<file path="src/rtl/rtrx_pkg.sv">
package rtrx_pkg;
  localparam int CODE_W = 5;
  localparam int IRQ_N  = 5;

  localparam int IRQ_LOCK  = 0;
  localparam int IRQ_RXSTA = 1;
  localparam int IRQ_END   = 2;
  localparam int IRQ_AWAKE = 3;
  localparam int IRQ_TMO   = 4;

  localparam logic [CODE_W-1:0] CODE_PON   = 5'h00;
  localparam logic [CODE_W-1:0] CODE_OFF   = 5'h08;
  localparam logic [CODE_W-1:0] CODE_SYN   = 5'h09;
  localparam logic [CODE_W-1:0] CODE_RX    = 5'h06;
  localparam logic [CODE_W-1:0] CODE_BUSY  = 5'h01;
  localparam logic [CODE_W-1:0] CODE_TRANS = 5'h1F;

  typedef enum logic [2:0] {
    S_PON, S_OFF, S_REGW, S_PLLW, S_PLLON, S_LISTEN, S_BUSY
  } rtrx_state_e;

  function automatic logic [CODE_W-1:0] code_of(rtrx_state_e s);
    case (s)
      S_OFF:    return CODE_OFF;
      S_REGW:   return CODE_TRANS;
      S_PLLW:   return CODE_TRANS;
      S_PLLON:  return CODE_SYN;
      S_LISTEN: return CODE_RX;
      S_BUSY:   return CODE_BUSY;
      default:  return CODE_PON;
    endcase
  endfunction
endpackage

</file>
<file path="src/rtl/rtrx_wait_timer.sv">
module rtrx_wait_timer #(
  parameter int CNT_W = 16
) (
  input  logic             clk,
  input  logic             rst,
  input  logic             start,
  input  logic             run,
  input  logic [CNT_W-1:0] limit,
  output logic             expired
);
  logic [CNT_W-1:0] cnt_q;

  always_ff @(posedge clk) begin
    if (rst)                      cnt_q <= '0;
    else if (start)               cnt_q <= '0;
    else if (run && cnt_q != limit) cnt_q <= cnt_q + 1'b1;
  end

  assign expired = run && !start && (cnt_q == limit);

  // counter never walks past a steady limit during a wait
  p_cnt_bounded_r10: assert property (@(posedge clk) disable iff (rst)
    (run && !start && cnt_q <= limit) |=> ($stable(limit) -> cnt_q <= limit));
endmodule

</file>
<file path="src/rtl/rtrx_irq_bank.sv">
module rtrx_irq_bank #(
  parameter int N = 5
) (
  input  logic         clk,
  input  logic         rst,
  input  logic [N-1:0] set_ev,
  input  logic         rd_clr,
  input  logic [N-1:0] mask,
  output logic [N-1:0] flags,
  output logic         irq
);
  logic [N-1:0] flags_q, flags_d;
  logic         irq_q;

  always_comb flags_d = (rd_clr ? '0 : flags_q) | set_ev;

  always_ff @(posedge clk) begin
    if (rst) begin
      flags_q <= '0;
      irq_q   <= 1'b0;
    end else begin
      flags_q <= flags_d;
      irq_q   <= |(flags_d & mask);
    end
  end

  assign flags = flags_q;
  assign irq   = irq_q;

  // without a read, no set flag drops
  p_sticky_r11: assert property (@(posedge clk) disable iff (rst)
    !rd_clr |=> ((flags_q & $past(flags_q)) == $past(flags_q)));
  // an event in a read cycle survives the clear
  p_event_wins_r11: assert property (@(posedge clk) disable iff (rst)
    (rd_clr && |set_ev) |=> ((flags_q & $past(set_ev)) == $past(set_ev)));
endmodule

</file>
<file path="src/rtl/rtrx_ctrl.sv">
module rtrx_ctrl
  import rtrx_pkg::*;
#(
  parameter int CNT_W = 16
) (
  input  logic              clk,
  input  logic              rst,
  input  logic              cmd_wr,
  input  logic [4:0]        cmd_code,
  input  logic [CNT_W-1:0]  settle_cycles,
  input  logic [CNT_W-1:0]  lock_cycles,
  input  logic              reg_ready,
  input  logic              pll_locked,
  input  logic              shr_seen,
  input  logic              phr_valid,
  input  logic              frame_end,
  input  logic              fcs_ok,
  input  logic              irq_rd,
  input  logic [4:0]        irq_mask,
  output logic              vreg_en,
  output logic              synth_en,
  output logic              rx_en,
  output logic              frame_rx_en,
  output logic [4:0]        status_code,
  output logic              crc_valid,
  output logic [4:0]        irq_flags,
  output logic              irq
);
  rtrx_state_e st_q, st_d;
  logic locked_q, locked_d;
  logic crc_q, crc_d;
  logic [IRQ_N-1:0] ev;
  logic tmr_start, tmr_run, tmo;
  logic [CNT_W-1:0] tmr_limit;
  logic c_off, c_syn, c_rx;
  logic vreg_q, synth_q, rx_q, frx_q;
  logic [CODE_W-1:0] code_q;

  assign c_off = cmd_wr && (cmd_code == CODE_OFF);
  assign c_syn = cmd_wr && (cmd_code == CODE_SYN);
  assign c_rx  = cmd_wr && (cmd_code == CODE_RX);

  assign tmr_run   = (st_q == S_REGW) || (st_q == S_PLLW) ||
                     ((st_q == S_LISTEN) && !locked_q);
  assign tmr_limit = (st_q == S_REGW) ? settle_cycles : lock_cycles;

  rtrx_wait_timer #(.CNT_W(CNT_W)) u_timer (
    .clk     (clk),
    .rst     (rst),
    .start   (tmr_start),
    .run     (tmr_run),
    .limit   (tmr_limit),
    .expired (tmo)
  );

  always_comb begin
    st_d      = st_q;
    locked_d  = locked_q;
    crc_d     = crc_q;
    ev        = '0;
    tmr_start = 1'b0;
    case (st_q)
      S_PON: begin
        if (c_off) begin
          st_d = S_OFF;
          ev[IRQ_AWAKE] = 1'b1;
        end
      end
      S_OFF: begin
        if (c_syn) begin
          st_d = S_REGW;
          tmr_start = 1'b1;
        end
      end
      S_REGW: begin
        if (c_off) begin
          st_d = S_OFF;
        end else if (reg_ready) begin
          st_d = S_PLLW;
          tmr_start = 1'b1;
        end else if (tmo) begin
          st_d = S_OFF;
          ev[IRQ_TMO] = 1'b1;
        end
      end
      S_PLLW: begin
        if (c_off) begin
          st_d = S_OFF;
        end else begin
          if (pll_locked) begin
            locked_d = 1'b1;
            ev[IRQ_LOCK] = 1'b1;
          end
          if (c_rx) begin
            st_d = S_LISTEN;
          end else if (pll_locked) begin
            st_d = S_PLLON;
          end else if (tmo) begin
            st_d = S_OFF;
            ev[IRQ_TMO] = 1'b1;
          end
        end
      end
      S_PLLON: begin
        if (c_off)     st_d = S_OFF;
        else if (c_rx) st_d = S_LISTEN;
      end
      S_LISTEN: begin
        if (c_off) begin
          st_d = S_OFF;
        end else if (c_syn) begin
          st_d = locked_q ? S_PLLON : S_PLLW;
        end else if (!locked_q) begin
          if (pll_locked) begin
            locked_d = 1'b1;
            ev[IRQ_LOCK] = 1'b1;
          end else if (tmo) begin
            st_d = S_OFF;
            ev[IRQ_TMO] = 1'b1;
          end
        end else if (shr_seen) begin
          st_d = S_BUSY;
        end
      end
      S_BUSY: begin
        if (phr_valid) ev[IRQ_RXSTA] = 1'b1;
        if (frame_end) begin
          st_d = S_LISTEN;
          ev[IRQ_END] = 1'b1;
          crc_d = fcs_ok;
        end
      end
      default: st_d = S_PON;
    endcase
    if (st_d == S_OFF) locked_d = 1'b0;
  end

  always_ff @(posedge clk) begin
    if (rst) begin
      st_q     <= S_PON;
      locked_q <= 1'b0;
      crc_q    <= 1'b0;
      vreg_q   <= 1'b0;
      synth_q  <= 1'b0;
      rx_q     <= 1'b0;
      frx_q    <= 1'b0;
      code_q   <= CODE_PON;
    end else begin
      st_q     <= st_d;
      locked_q <= locked_d;
      crc_q    <= crc_d;
      vreg_q   <= (st_d == S_REGW) || (st_d == S_PLLW) || (st_d == S_PLLON) ||
                  (st_d == S_LISTEN) || (st_d == S_BUSY);
      synth_q  <= (st_d == S_PLLW) || (st_d == S_PLLON) ||
                  (st_d == S_LISTEN) || (st_d == S_BUSY);
      rx_q     <= (st_d == S_LISTEN) || (st_d == S_BUSY);
      frx_q    <= ((st_d == S_LISTEN) || (st_d == S_BUSY)) && locked_d;
      code_q   <= code_of(st_d);
    end
  end

  rtrx_irq_bank #(.N(IRQ_N)) u_irq (
    .clk    (clk),
    .rst    (rst),
    .set_ev (ev),
    .rd_clr (irq_rd),
    .mask   (irq_mask),
    .flags  (irq_flags),
    .irq    (irq)
  );

  assign vreg_en     = vreg_q;
  assign synth_en    = synth_q;
  assign rx_en       = rx_q;
  assign frame_rx_en = frx_q;
  assign status_code = code_q;
  assign crc_valid   = crc_q;

  // receiver only with synthesizer and regulator running
  p_rx_needs_synth_r5: assert property (@(posedge clk) disable iff (rst)
    rx_en |-> (synth_en && vreg_en));
  // reception gate implies receiver on
  p_frame_gate_r5: assert property (@(posedge clk) disable iff (rst)
    frame_rx_en |-> rx_en);
  // synthesizer comes up only out of the regulator wait with ready seen
  p_synth_after_reg_r3: assert property (@(posedge clk) disable iff (rst)
    $rose(synth_en) |-> ($past(st_q) == S_REGW && $past(reg_ready)));
  // busy is entered only from locked listen on a sync header
  p_busy_entry_r6: assert property (@(posedge clk) disable iff (rst)
    (st_q == S_BUSY && $past(st_q) != S_BUSY) |->
      ($past(st_q) == S_LISTEN && $past(shr_seen) && $past(locked_q)));
  // listen exits to a non-receive state only on a command or timeout
  p_listen_exit_r9: assert property (@(posedge clk) disable iff (rst)
    ($past(st_q) == S_LISTEN && st_q != S_LISTEN && st_q != S_BUSY) |->
      ($past(cmd_wr) || $past(tmo)));
  // frame check status moves only at end of frame
  p_crc_update_r8: assert property (@(posedge clk) disable iff (rst)
    (crc_q != $past(crc_q)) |-> ($past(st_q) == S_BUSY && $past(frame_end)));
endmodule

</file>
<file path="config.mk">
export PLATFORM = sky130hd
export DESIGN_NAME = rtrx_ctrl
export DESIGN_NICKNAME = d
export VERILOG_FILES = /design/src/rtl/rtrx_pkg.sv /design/src/rtl/rtrx_wait_timer.sv /design/src/rtl/rtrx_irq_bank.sv /design/src/rtl/rtrx_ctrl.sv
export SDC_FILE = /design/constraint.sdc
export NUM_CORES = 1
export LEC_CHECK = 0
export BUFFER_PORTS_ARGS = -buffer_cell sky130_fd_sc_hd__buf_2
export CAP_MARGIN = 10
export CORE_ASPECT_RATIO = 0.7
export CORE_MARGIN = 10
export CORE_UTILIZATION = 45
export DETAILED_ROUTE_END_ITERATION = 7
export GPL_TIMING_DRIVEN = 0
export MAX_ROUTING_LAYER = met4
export PLACE_DENSITY = 0.73
export SYNTH_ARGS = -nofsm -noshare
export SYNTH_HDL_FRONTEND = slang
export SYNTH_SLANG_ARGS = --single-unit
export TNS_END_PERCENT = 30
</file>
<file path="constraint.sdc">
create_clock -name clk -period 2.5 [get_ports clk]
set_input_delay 0.125 -clock clk [delete_from_list [all_inputs] [get_ports clk]]
set_output_delay 0.125 -clock clk [all_outputs]
set_load 0.1 [all_outputs]
</file>
## Word level (Yosys, flattened, before mapping)

Cells that the tools add are included.

| operators by class | value |
|---|---|
| add/subtract/negate cells | 1 |
| equality and inequality tests | 17 |
| muxes and demuxes | 53 |
| bitwise logic cells | 2 |
| reduce and logical (&&, ||, !) cells | 25 |

Operators with widths:

| operator | number |
|---|---|
| two-way mux 3 bit | 17 |
| two-way mux 1 bit | 27 |
| one-hot mux 5 bit (5 select lines) | 1 |
| one-hot mux 3 bit (7 select lines) | 1 |
| == test 3 bit, second input constant | 6 |
| adder 16 x 1 -> 16 bit, second input constant | 1 |
| == test 16 bit | 1 |
| two-way mux 16 bit | 1 |
| != test 16 bit | 1 |
| == test 3 x 2 -> 1 bit, second input constant | 4 |
| == test 5 x 4 -> 1 bit, second input constant | 2 |
| logical OR 1 bit | 10 |
| logical AND 1 bit | 8 |
| == test 3 x 1 -> 1 bit, second input constant | 2 |
| one-hot mux 1 bit (2 select lines) | 3 |
| AND 5 bit | 1 |
| == test 5 x 3 -> 1 bit, second input constant | 1 |
| two-way mux 5 bit | 1 |
| bitwise OR 5 bit | 1 |
| OR reduction 5 bit | 1 |
| OR reduction 2 bit | 2 |
| logical NOT 3 bit | 1 |
| one-hot mux 1 bit (3 select lines) | 1 |
| logical NOT 1 bit | 2 |
| other kinds (2) | 2 |

| word-level totals | value |
|---|---|
| register bits after elaboration | 36 |
| bits of input ports | 52 |
| output and inout port bits | 16 |
| logic and storage cells | 109 |

## Longest topological paths before layout

Gate-level depths: netlist (run 1).

| depth | value |
|---|---|
| depth after elaboration | 18 |
| gate-level depth with buffers | 12 |
| mapped depth without buffers | 9 |

## Hierarchy

From an unflattened synthesis (run 1), not the netlist that was laid out.

| second synthesis, totals | value |
|---|---|
| cell total of the unflattened synthesis | 273 |
| area total of the unflattened synthesis | 2334.7 µm² |

Modules (own cells, without submodules):

| module | instances | cells an instance | area an instance (µm²) | seq. area each (µm²) |
|---|---|---|---|---|
| rtrx_ctrl | 1 | 128 | 1091.0 | 260.2 |
| rtrx_wait_timer | 1 | 120 | 1021.0 | 320.3 |
| rtrx_irq_bank | 1 | 25 | 222.7 | 120.1 |

## Worst setup path after synthesis (run 1)

OpenSTA, ideal clock, no wires.

| path | value |
|---|---|
| path kind | register to register |
| start point | register st_q[0] |
| end point | register code_q[3] (netlist: status_code[3]) |
| setup time | 0.072 ns |
| data arrival time | 2.380 ns |
| required time | 2.428 ns |
| slack | 0.049 ns |
| cell stages (with the launch flop) | 11 |
| buffers on the path | 2 |
| clock period less this slack | 2.451 ns |
| path through | dfxtp_1 buf_4 or3b_1 buf_2 a211oi_2 nor2_1 nor4_4 nand3_4 a211oi_4 nor2b_1 mux2i_1 |

| between the ends | value |
|---|---|
| cells in the longest elaborated chain, start to end | 14 |

Ends and longest elaborated chain:

| item | RTL line | source |
|---|---|---|
| start: declaration | rtrx_ctrl.sv:29 | `rtrx_state_e st_q, st_d;` |
| start signal: assignment | rtrx_ctrl.sv:149 | `st_q <= st_d;` |
| parallel branches: the longest is 10 deep, another holds two-way mux 16 bit | - |  |
| one-hot mux 3 bit (7 select lines) * | rtrx_ctrl.sv:62 | `case (st_q)` |
| == test 3 x 2 -> 1 bit | rtrx_pkg.sv:23 | `case (s)` |
| OR reduction 2 bit (no line) | - |  |
| one-hot mux 5 bit (5 select lines) * | rtrx_pkg.sv:23 |  |
| end signal: assignment | rtrx_ctrl.sv:158 | `code_q <= code_of(st_d);` |
| end: declaration | rtrx_ctrl.sv:37 | `logic [CODE_W-1:0] code_q;` |

Every way passes the cells marked *.
A chain may end at the register's enable or synchronous reset.

## Worst setup path in the final report (run 1)

Same ends and word-level chain as after synthesis.

==> results of run 1 <==
-- final cells by class --
| type | count | area, um^2 | area share [%] |
|---|---|---|---|
| flip-flops and latches | 35 | 708 | 23.2 |
| well taps | 72 | 90.1 | 2.95 |
| multi-input cells | 228 | 1570 | 51.3 |
| inverters | 16 | 60.1 | 1.97 |
| clock inverters | 3 | 43.8 | 1.44 |
| repair buffers | 77 | 418 | 13.7 |
| plain buffers | 15 | 95.1 | 3.12 |
| clock buffers | 5 | 68.8 | 2.26 |
-- critical path: stages (launching register included) --
cell	delay, ns
dfxtp_4	0.36
or3b_1	0.35
buf_2	0.17
o21ai_1	0.08
a221oi_1	0.12
a2111oi_4	0.40
nand3_4	0.20
buf_6	0.17
o31ai_4	0.24
buf_4	0.19
nor2b_4	0.04
mux2i_1	0.10
-- layout by cell type, fill, tap and decap left out, types with 3 or more instances in the layout --
master | netlist | routed
dfxtp_1 | 35 | 31
dfxtp_2 | 0 | 3
nand3_1 | 7 | 7
clkbuf_1 | 10 | 6
or2_2 | 5 | 5
nor4_1 | 6 | 5
o21ai_1 | 1 | 3
inv_1 | 16 | 16
o21ai_0 | 18 | 16
a2111oi_1 | 0 | 3
a21oi_1 | 24 | 21
buf_4 | 3 | 9
nor2_1 | 21 | 20
buf_2 | 2 | 69
nand2_1 | 23 | 23
mux2i_1 | 6 | 6
buf_6 | 2 | 3
o22ai_1 | 3 | 3
clkbuf_8 | 0 | 5
nand2b_1 | 10 | 10
or3_1 | 8 | 8
nor2b_1 | 14 | 13
o31ai_1 | 6 | 6
xor2_1 | 9 | 9
xnor2_1 | 3 | 3
or4_1 | 7 | 7
a221oi_1 | 3 | 3
a21oi_2 | 1 | 4
nor3_1 | 3 | 3
nand4_1 | 7 | 7
-- logic make-up (layout without fill, tap and decap cells) --
logic type	after synthesis	in the layout	share of synthesized area, %
fa+ha+maj	1	1	0.527
compound gates	84	84	25.9
simple gates	124	124	30.0
mux	7	7	3.00
buf+inv	34	116	6.59
xor+xnor	12	12	4.43
flops	35	35	29.5
-- state kept, by name (all words and copies together) (netlist names) --
register and flops:
u_timer.cnt_q 16, u_irq.flags 5, status_code 4, st_q 3
crc_valid 1, frame_rx_en 1, locked_q 1, rx_en 1
synth_en 1, u_irq.irq 1, vreg_en 1
-- metal layers --
metal	global-route usage [%]	vias to the layer above	wire length, um
li1	-	1246	-
met1	21.8	1155	3360
met2	23.3	65	2990
met3	3.40	2	485
met4	3.23	0	33
met5	-	-	0
-- what timing repair did --
action / CTS / global route
gates resized for setup: 14 / 13
pin swaps: 9 / 5
setup endpoints to repair: 22 / 26
buffers inserted: 10 / 0
-- per-stage QoR --
| step | cell area [um^2] | std cells | total power (uW) | hold slack [ns] |
|---|---|---|---|---|
| 3_5_place_dp | 2800 | 436 | 685 | 0.356 |
| 5_1_grt | 3050 | 451 | 1230 | 0.0542 |
| 3_3_place_gp | 2800 | 436 | 683 | 0.356 |
| 2_1_floorplan | 2370 | 297 | 625 | 0.206 |
| 6_report | 3050 | 451 | 1180 | 0.0646 |
| 4_1_cts | 3010 | 451 | 1190 | 0.0599 |
-- path summary, 6_finish.rpt --
| kind | startpoint | to | depth (start not counted) |
|---|---|---|---|
| hold reg to reg | crc_valid$_SDFFE_PP0P_ | crc_valid$_SDFFE_PP0P_ | 2 |
| hold / removal | irq_mask[4] | u_irq.irq$_SDFF_PP0_ | 2 |
| setup / recovery | st_q[0]$_SDFF_PP0_ | status_code[3]$_SDFF_PP0_ | 11 |
| setup reg to reg | st_q[0]$_SDFF_PP0_ | status_code[3]$_SDFF_PP0_ | 11 |
-- power groups by stage --
stage | Clock [uW] | Sequential, uW | Combinational, uW
2_1_floorplan | 0 | 575 | 50.1
3_3_place_gp | 0 | 571 | 112
3_5_place_dp | 0 | 571 | 114
4_1_cts | 514 | 557 | 118
5_1_grt | 542 | 557 | 132
6_report | 504 | 557 | 121
==> results.txt, run 1 <==
DRT Pass-1 Iters -> 5
Avg Cell Area, Syn -> 8.00 um^2
Worst vdd ir -> 203 uV
Fill count -> 495
Diode count -> 0
Clock Power Share -> 42.6%
GR Overflow Total -> 0
Final WS setup -> -0.0179 ns
Chip height -> 80.8 um
Asr flop ratio synth -> 0%
Post-synthesis net count -> 350
Clk slew on worst S/H paths -> 0.07 ns
RSZ-0062 raised after global routing -> yes
Final hold vios -> 0
Critical Path AT -> 2.69 ns
Clock Skew -> 0.00587 ns
Largest net degree at the start of global routing -> 13
Nets -> 431
Crit-path max FO -> 6
Initial core utilization -> 45.9%
CTS sink count -> 35
H-tree depth -> 2
Dpl ws -> -0.208 ns
Share of layout cells above drive strength 1 -> 31.7%
Post-Syn Instances -> 297
Placer Congestion -> 0.955
Switching Fraction -> 23.0%
Post-route ant nets -> 0
EDFF count, synth -> 0
Port Buffer Count -> 67
CTS Buf Count -> 5
Post-DP HPWL -> 5370 um
Shortest period the worst path allows -> 2.52 ns
# hold bufs at CTS -> 0
Post-synth top area cell -> dfxtp_1
Tcrit/Tclk final -> 101%
Failing checks -> negative setup slack
Sequential share of the synthesized area -> 29.5%
Number of synthesized register bits -> 35
Max_slew headroom -> 49.6%
Fmax -> 397 MHz
Area of the mapped netlist -> 2370 um^2
Flop pwr share -> 47.1%
Initial antenna violation count -> 0
CTS tree -> yes
Area Overhead vs Synth -> 28.4%
Vias -> 2468
Internal power -> 910 uW
Total Neg Setup Slack -> -0.0195 ns
Worst min-delay path category -> in2reg
GRT Util Overall -> 15.8%
Synth unique cells -> 62
Syn. warnings -> 0
Setup crit start kind -> register
Horiz. Die Dim -> 107 um
Final setup fails -> 2
Most frequent cell after synthesis -> dfxtp_1
Comb power frac -> 10.2%
Final core utilization -> 58.9%
Post-Route WL -> 6860 um
Root buf cell -> clkbuf_8
Worst-skew pair later-pin latency -> 0.28 ns
Most frequent cells after synthesis -> dfxtp_1 (35), a21oi_1 (24), nand2_1 (23)
Switch Pwr -> 272 uW
Pwr/cell area -> 388 nW/um^2
Slew Limit Fails -> 0
Drt drc -> 0
Die area -> 8630 um^2
Synth top area cells -> dfxtp_1 (30%), a21oi_1 (5.1%), o21ai_0 (3.8%), nor2b_1 (3.7%), nand2_1 (3.6%)
WL/cell -> 15.2 um
Critical Path RT -> 2.67 ns
DR vias/cell -> 5.47
Worst R2R Setup Slack -> -0.02 ns
Most used DFF post-synth -> dfxtp_1
IO Pins -> 68
Total of max-cap violations -> 0
Vias in the first global route -> 2310
Clk buf depth -> 2
LEAKAGE -> 0.00122 uW
Drt initial violations -> 250
Synth top area share -> 29.5%
WS Path Type -> reg2reg
First-pass GRT wire length -> 11100 um
Status -> finished, violations left
Core area -> 5170 um^2
Row cnt -> 22
Setup crit end kind -> register
Worst-Margin Slew -> 0.750 ns
(Power assumes the default switching activity.)
==> run 2: changes to the inputs <==
--- a/config.mk
+++ b/config.mk
@@ -9,11 +9,11 @@
 export CAP_MARGIN = 10
 export CORE_ASPECT_RATIO = 0.7
 export CORE_MARGIN = 10
-export CORE_UTILIZATION = 45
+export CORE_UTILIZATION = 47
 export DETAILED_ROUTE_END_ITERATION = 7
 export GPL_TIMING_DRIVEN = 0
 export MAX_ROUTING_LAYER = met4
-export PLACE_DENSITY = 0.73
+export PLACE_DENSITY = 0.76
 export SYNTH_ARGS = -nofsm -noshare
 export SYNTH_HDL_FRONTEND = slang
 export SYNTH_SLANG_ARGS = --single-unit
==> results.txt, run 2 (synthesis gave the netlist of run 1 again) <==
CP Capture Point -> status_code[0]$_SDFF_PP0_
R2R depth -> 11 (unchanged)
WL/cell -> 16.8 um (+10%)
Fmax -> 388 MHz (-2.4%)
Dpl ws -> -0.250 ns (-0.0419 ns)
Diode count -> 0 (unchanged)
WS Path Type -> reg2reg
Max_slew headroom -> 45.0% (-4.6 points)
Worst-skew pair later-pin latency -> 0.27 ns (about the same)
Status -> finished, violations left
Worst R2R Setup Slack -> -0.08 ns (-0.06 ns)
Die area -> 8340 um^2 (-3.3%)
Worst vdd ir -> 300 uV (+48%)
Post-route ant nets -> 0 (unchanged)
RSZ-0062 raised after global routing -> yes
Hold Slack -> 0.0745 ns (+0.00992 ns)
Worst-Margin Slew -> 0.817 ns (+0.0678 ns)
Setup crit end kind -> register
CTS Buf Count -> 5 (unchanged)
Initial antenna violation count -> 0 (unchanged)
First-pass GRT wire length -> 11900 um (+7.4%)
Pwr/cell area -> 340 nW/um^2 (-12%)
Clk buf depth -> 2 (unchanged)
# hold bufs at CTS -> 0 (unchanged)
Vias -> 2632 (+6.6%)
GR Overflow Total -> 0 (unchanged)
Worst min-delay path category -> in2reg
Failing checks -> negative setup slack
Post-Route WL -> 7740 um (+13%)
Share of layout cells above drive strength 1 -> 36.2% (+4.6 points)
Nets -> 445 (+3.2%)
Most common cell after layout, fill and taps aside -> buf_2
H-tree depth -> 2 (unchanged)
Critical Path Start -> st_q[2]$_SDFF_PP0_
Horiz. Die Dim -> 105 um (-1.7%)
Drt initial violations -> 202 (-19%)
Clock Skew -> 0.00546 ns (-0.000415 ns)
Top reg by flops -> u_timer.cnt_q
Largest net degree at the start of global routing -> 11 (-2)
Critical Path AT -> 2.74 ns (+0.05 ns)
Final hold vios -> 0 (unchanged)
Post-DP HPWL -> 5720 um (+6.5%)
Design area -> 3200 um^2 (+5.0%)
Shortest period the worst path allows -> 2.58 ns (+0.0614 ns)
DP Area -> 2800 um^2 (-0.13%)
Placer Congestion -> 0.905 (-5.2%)
Final core utilization -> 66.3% (+7.3 points)
DRT Pass-1 Iters -> 5 (unchanged)
Total of max-cap violations -> 0 (unchanged)
Final Power -> 1090 uW (-7.8%)
CTS sink count -> 35 (unchanged)
Final WS setup -> -0.0793 ns (-0.0614 ns)
Port Buffer Count -> 67 (unchanged)
Drt drc -> 0 (unchanged)
Chip height -> 79.5 um (-1.6%)
Clk slew on worst S/H paths -> 0.07 ns (about the same)
R2R Path End -> status_code[0]$_SDFF_PP0_
Root buf cell -> clkbuf_8
Crit-path max FO -> 6 (unchanged)
Area Overhead vs Synth -> 34.9%
Tcrit/Tclk final -> 103% (+2.5 points)
Row cnt -> 21 (-4.5%)
Setup crit start kind -> register
Max reg flops -> 16 (unchanged)
Vias in the first global route -> 2417 (+4.6%)
Critical Path RT -> 2.66 ns (about the same)
DR vias/cell -> 5.71 (+4.3%)
GRT Util Overall -> 17.5% (+1.7 points)
IO Pins -> 68 (unchanged)
CTS tree -> yes
Commonest cells after routing, fill and taps aside -> buf_2 (69), dfxtp_1 (30), nand2_1 (23)
Core area -> 4830 um^2 (-6.6%)
Final setup fails -> 8 (+6)
Slew Limit Fails -> 0 (unchanged)
LEAKAGE -> 0.00130 uW (+5.9%)
Initial core utilization -> 49.1% (+3.2 points)
Reg2reg start -> st_q[2]$_SDFF_PP0_
[run 2: changes by cell type in the layout (fill, tap and decap cells not counted), sizes merged]
cell	delta
clkbuf	+1
clkinv	-1
bufinv	-1
buf	+14
[run 2: routing by layer]
layer / track usage (%) / part of all wire (%) / vias up
li1: - / - / 1280
met1: 24.4 / 45 / 1196
met2: 25.2 / 44 / 142
met3: 3.23 / 10 / 14
met4: 4.37 / 1.1 / 0
met5: - / 0 / -
[run 2: cell type report]
cell class / count / area [um^2]
fillers: 431 / 1630
clock inverters: 1 / 5.00
plain buffers: 14 / 91.3
clock buffers: 6 / 82.6
well taps: 69 / 86.3
multi-input cells: 228 / 1610
inverters: 16 / 60.1
flip-flops and latches: 35 / 712
repair buffers: 92 / 554
[run 2: power by group]
part	internal, uW	total (uW)	switching, uW	leakage (uW)
logic	58.6	125	66.1	0.000964
clock network	216	409	193	0.0000470
registers	556	556	0.460	0.000285
total	831	1090	260	0.00130
[run 2: worst max-delay path, cell delays in order, from the launching register on]
cell and delay, ns:
dfxtp_4 0.36, or3b_1 0.40, buf_6 0.15, a211oi_2 0.21
nor2_2 0.08, nor4_4 0.30, nand3_4 0.21, a211oi_4 0.29
buf_4 0.17, buf_4 0.10, buf_4 0.10, o22ai_1 0.09
[run 2: repair_timing]
action / in CTS / in global routing
setup endpoints to repair: 26 / 29
cloned: 1 / 1
setup buffers: 14 / 10
resized for setup: 18 / 19
pin swaps: 10 / 14
[run 2: worst min-delay path by stage]
stage | slack, ns | endpoint | start | cells past startpoint
2_1_floorplan | 0.21 | u_irq.flags[0]$_SDFF_PP0_ | rst | 1
3_3_place_gp | 0.35 | u_irq.irq$_SDFF_PP0_ | irq_mask[4] | 2
3_5_place_dp | 0.36 | u_irq.irq$_SDFF_PP0_ | irq_mask[4] | 2
4_1_cts | 0.07 | u_irq.irq$_SDFF_PP0_ | irq_mask[4] | 2
5_1_grt | 0.10 | u_irq.irq$_SDFF_PP0_ | irq_mask[4] | 2
6_report | 0.07 | u_irq.irq$_SDFF_PP0_ | irq_mask[4] | 2
[run 2: through the flow]
stage	std cells	TNS, ns
2_1_floorplan	297	0
3_3_place_gp	433	-3.72
3_5_place_dp	433	-3.38
4_1_cts	453	-0.0939
5_1_grt	461	-2.10
6_report	461	-0.344
==> run 3: changes to the inputs <==
--- a/config.mk
+++ b/config.mk
@@ -7,13 +7,15 @@
 export LEC_CHECK = 0
 export BUFFER_PORTS_ARGS = -buffer_cell sky130_fd_sc_hd__buf_2
 export CAP_MARGIN = 10
+export CELL_PAD_IN_SITES_DETAIL_PLACEMENT = 0
+export CELL_PAD_IN_SITES_GLOBAL_PLACEMENT = 1
 export CORE_ASPECT_RATIO = 0.7
 export CORE_MARGIN = 10
-export CORE_UTILIZATION = 47
+export CORE_UTILIZATION = 34
 export DETAILED_ROUTE_END_ITERATION = 7
 export GPL_TIMING_DRIVEN = 0
 export MAX_ROUTING_LAYER = met4
-export PLACE_DENSITY = 0.76
+export PLACE_DENSITY_LB_ADDON = 0.1
 export SYNTH_ARGS = -nofsm -noshare
 export SYNTH_HDL_FRONTEND = slang
 export SYNTH_SLANG_ARGS = --single-unit
==> results.txt, run 3 (synthesis gave the netlist of run 1 again) <==
Status -> finished, violations left
Failing checks -> negative setup slack
Hold Slack -> 0.0586 ns (-0.0158 ns)
WS Path Type -> reg2reg
Worst-skew pair later-pin latency -> 0.29 ns (+0.02 ns)
Crit-path max FO -> 8 (+2)
Total of max-cap violations -> 0 (unchanged)
Max reg flops -> 16 (unchanged)
Design area -> 3220 um^2 (+0.47%)
Worst-Margin Slew -> 0.890 ns (+0.0730 ns)
Max_slew headroom -> 40.1% (-4.9 points)
Final hold vios -> 0 (unchanged)
First-pass GRT wire length -> 12800 um (+7.7%)
CTS Buf Count -> 5 (unchanged)
Worst R2R Setup Slack -> -0.02 ns (+0.06 ns)
Chip height -> 89.9 um (+13%)
GRT Util Overall -> 14.8% (-2.7 points)
RSZ-0062 raised after global routing -> yes
Shortest period the worst path allows -> 2.52 ns (-0.0640 ns)
Final Power -> 1220 uW (+12%)
Total Neg Setup Slack -> -0.0153 ns (+0.328 ns)
# hold bufs at CTS -> 0 (unchanged)
Critical Path RT -> 2.68 ns (+0.02 ns)
Initial antenna violation count -> 0 (unchanged)
Commonest cells after routing, fill and taps aside -> buf_2 (68), dfxtp_1 (29), nand2_1 (23)
Post-Route WL -> 7860 um (+1.6%)
Row cnt -> 25 (+19%)
Top reg by flops -> u_timer.cnt_q
Clock Skew -> 0.0114 ns (+0.00592 ns)
IO Pins -> 68 (unchanged)
GR Overflow Total -> 0 (unchanged)
Final setup fails -> 1 (-7)
CTS tree -> yes
Worst vdd ir -> 219 uV (-27%)
Final WS setup -> -0.0153 ns (+0.0640 ns)
Drt initial violations -> 174 (-14%)
Nets -> 438 (-1.6%)
Most common cell after layout, fill and taps aside -> buf_2
DRT Pass-1 Iters -> 4 (-1)
Met2 WL -> 2990 um (-12%)
Tcrit/Tclk final -> 101% (-2.6 points)
Setup crit end kind -> register
Area Overhead vs Synth -> 35.5%
Placer Congestion -> 0.880 (-2.8%)
Core area -> 6760 um^2 (+40%)
LEAKAGE -> 0.00129 uW (-0.36%)
Critical Path AT -> 2.69 ns (-0.05 ns)
Pwr/cell area -> 378 nW/um^2 (+11%)
DR vias/cell -> 5.16 (-9.7%)
Fmax -> 398 MHz (+2.5%)
Slew Limit Fails -> 0 (unchanged)
Port Buffer Count -> 67 (unchanged)
Vias -> 2475 (-6.0%)
Wire length on met3 -> 407 um (-48%)
Diode count -> 0 (unchanged)
CTS sink count -> 35 (unchanged)
DP Area -> 2830 um^2 (+1.1%)
Largest net degree at the start of global routing -> 12 (+1)
Horiz. Die Dim -> 120 um (+14%)
Post-DP HPWL -> 6090 um (+6.4%)
Vias in the first global route -> 2495 (+3.2%)
H-tree depth -> 2 (unchanged)
WL/cell -> 16.4 um (-2.4%)
Top Layer Used -> met4
Worst min-delay path category -> in2reg
Clk slew on worst S/H paths -> 0.08 ns (about the same)
Initial core utilization -> 35.1% (-14 points)
Root buf cell -> clkbuf_8
Clk buf depth -> 2 (unchanged)
Drt drc -> 0 (unchanged)
Post-route ant nets -> 0 (unchanged)
Die area -> 10800 um^2 (+29%)
Sum of routed wire segments on met1 -> 4410 um (+27%)
Share of layout cells above drive strength 1 -> 36.8% (+0.56 points)
Setup crit start kind -> register
==> run 3: per-stage QoR <==
stage | worst slack, ns | utilization (%) | std cells
after floorplan | 0.0487 | - | 297
after detailed placement | -0.289 | 41.9 | 458
final | -0.0153 | 47.6 | 480
after global routing | -0.171 | 47.6 | 480
after global placement | -0.384 | 41.9 | 458
after CTS | -0.0637 | 45.9 | 477
==> run 3: final cells by class <==
| type | count | area, um^2 |
|---|---|---|
| Buffer | 14 | 91.3 |
| Clock buffer | 6 | 82.6 |
| Clock inverter | 2 | 35.0 |
| Fill cell | 703 | 3540 |
| Inverter | 16 | 60.1 |
| Multi-Input combinational cell | 228 | 1630 |
| Sequential cell | 35 | 713 |
| Tap cell | 94 | 118 |
| Timing Repair Buffer | 85 | 488 |
==> run 3: path summary, 6_finish.rpt <==
check                           cells past startpoint                   endpoint                          start
worst max-delay path                               10  status_code[3]$_SDFF_PP0_  u_timer.cnt_q[8]$_SDFFE_PP0P_
worst min-delay path                                2       u_irq.irq$_SDFF_PP0_                    irq_mask[4]
worst max register to register                     10  status_code[3]$_SDFF_PP0_  u_timer.cnt_q[8]$_SDFFE_PP0P_
worst min register to register                      2     crc_valid$_SDFFE_PP0P_         crc_valid$_SDFFE_PP0P_
==> run 3: metal layers <==
layer,up-vias,track usage [%]
li1,1260,-
met1,1150,22.3
met2,60,19.1
met3,5,3.12
met4,0,3.01
met5,-,-
==> run 3: timing repair <==
item | in CTS | in global routing
buffers inserted | 14 | 3
pin swaps | 11 | 5
gates resized for setup | 23 | 22
endpoints found under the hold margin | 0 | 0
cloned | 0 | 1
setup endpoints to repair | 28 | 26
==> run 3: worst max-delay path: stages, from the launching register on <==
cell and delay, ns:
dfxtp_1 0.31, clkbuf_1 0.21, nor2b_1 0.20, a2111oi_1 0.39
nand3_1 0.16, a21oi_2 0.20, nand3_4 0.18, o31ai_4 0.42
buf_4 0.19, nor2b_4 0.04, mux2i_1 0.11
==> run 3: power breakdown <==
group          internal (uW)  switching [uW]  total (uW)  leakage (uW)
Sequential               556           0.459         556      0.000285
Combinational           59.1            67.9         127      0.000944
Clock                    323             211         534     0.0000612
Total                    938             279        1220       0.00129
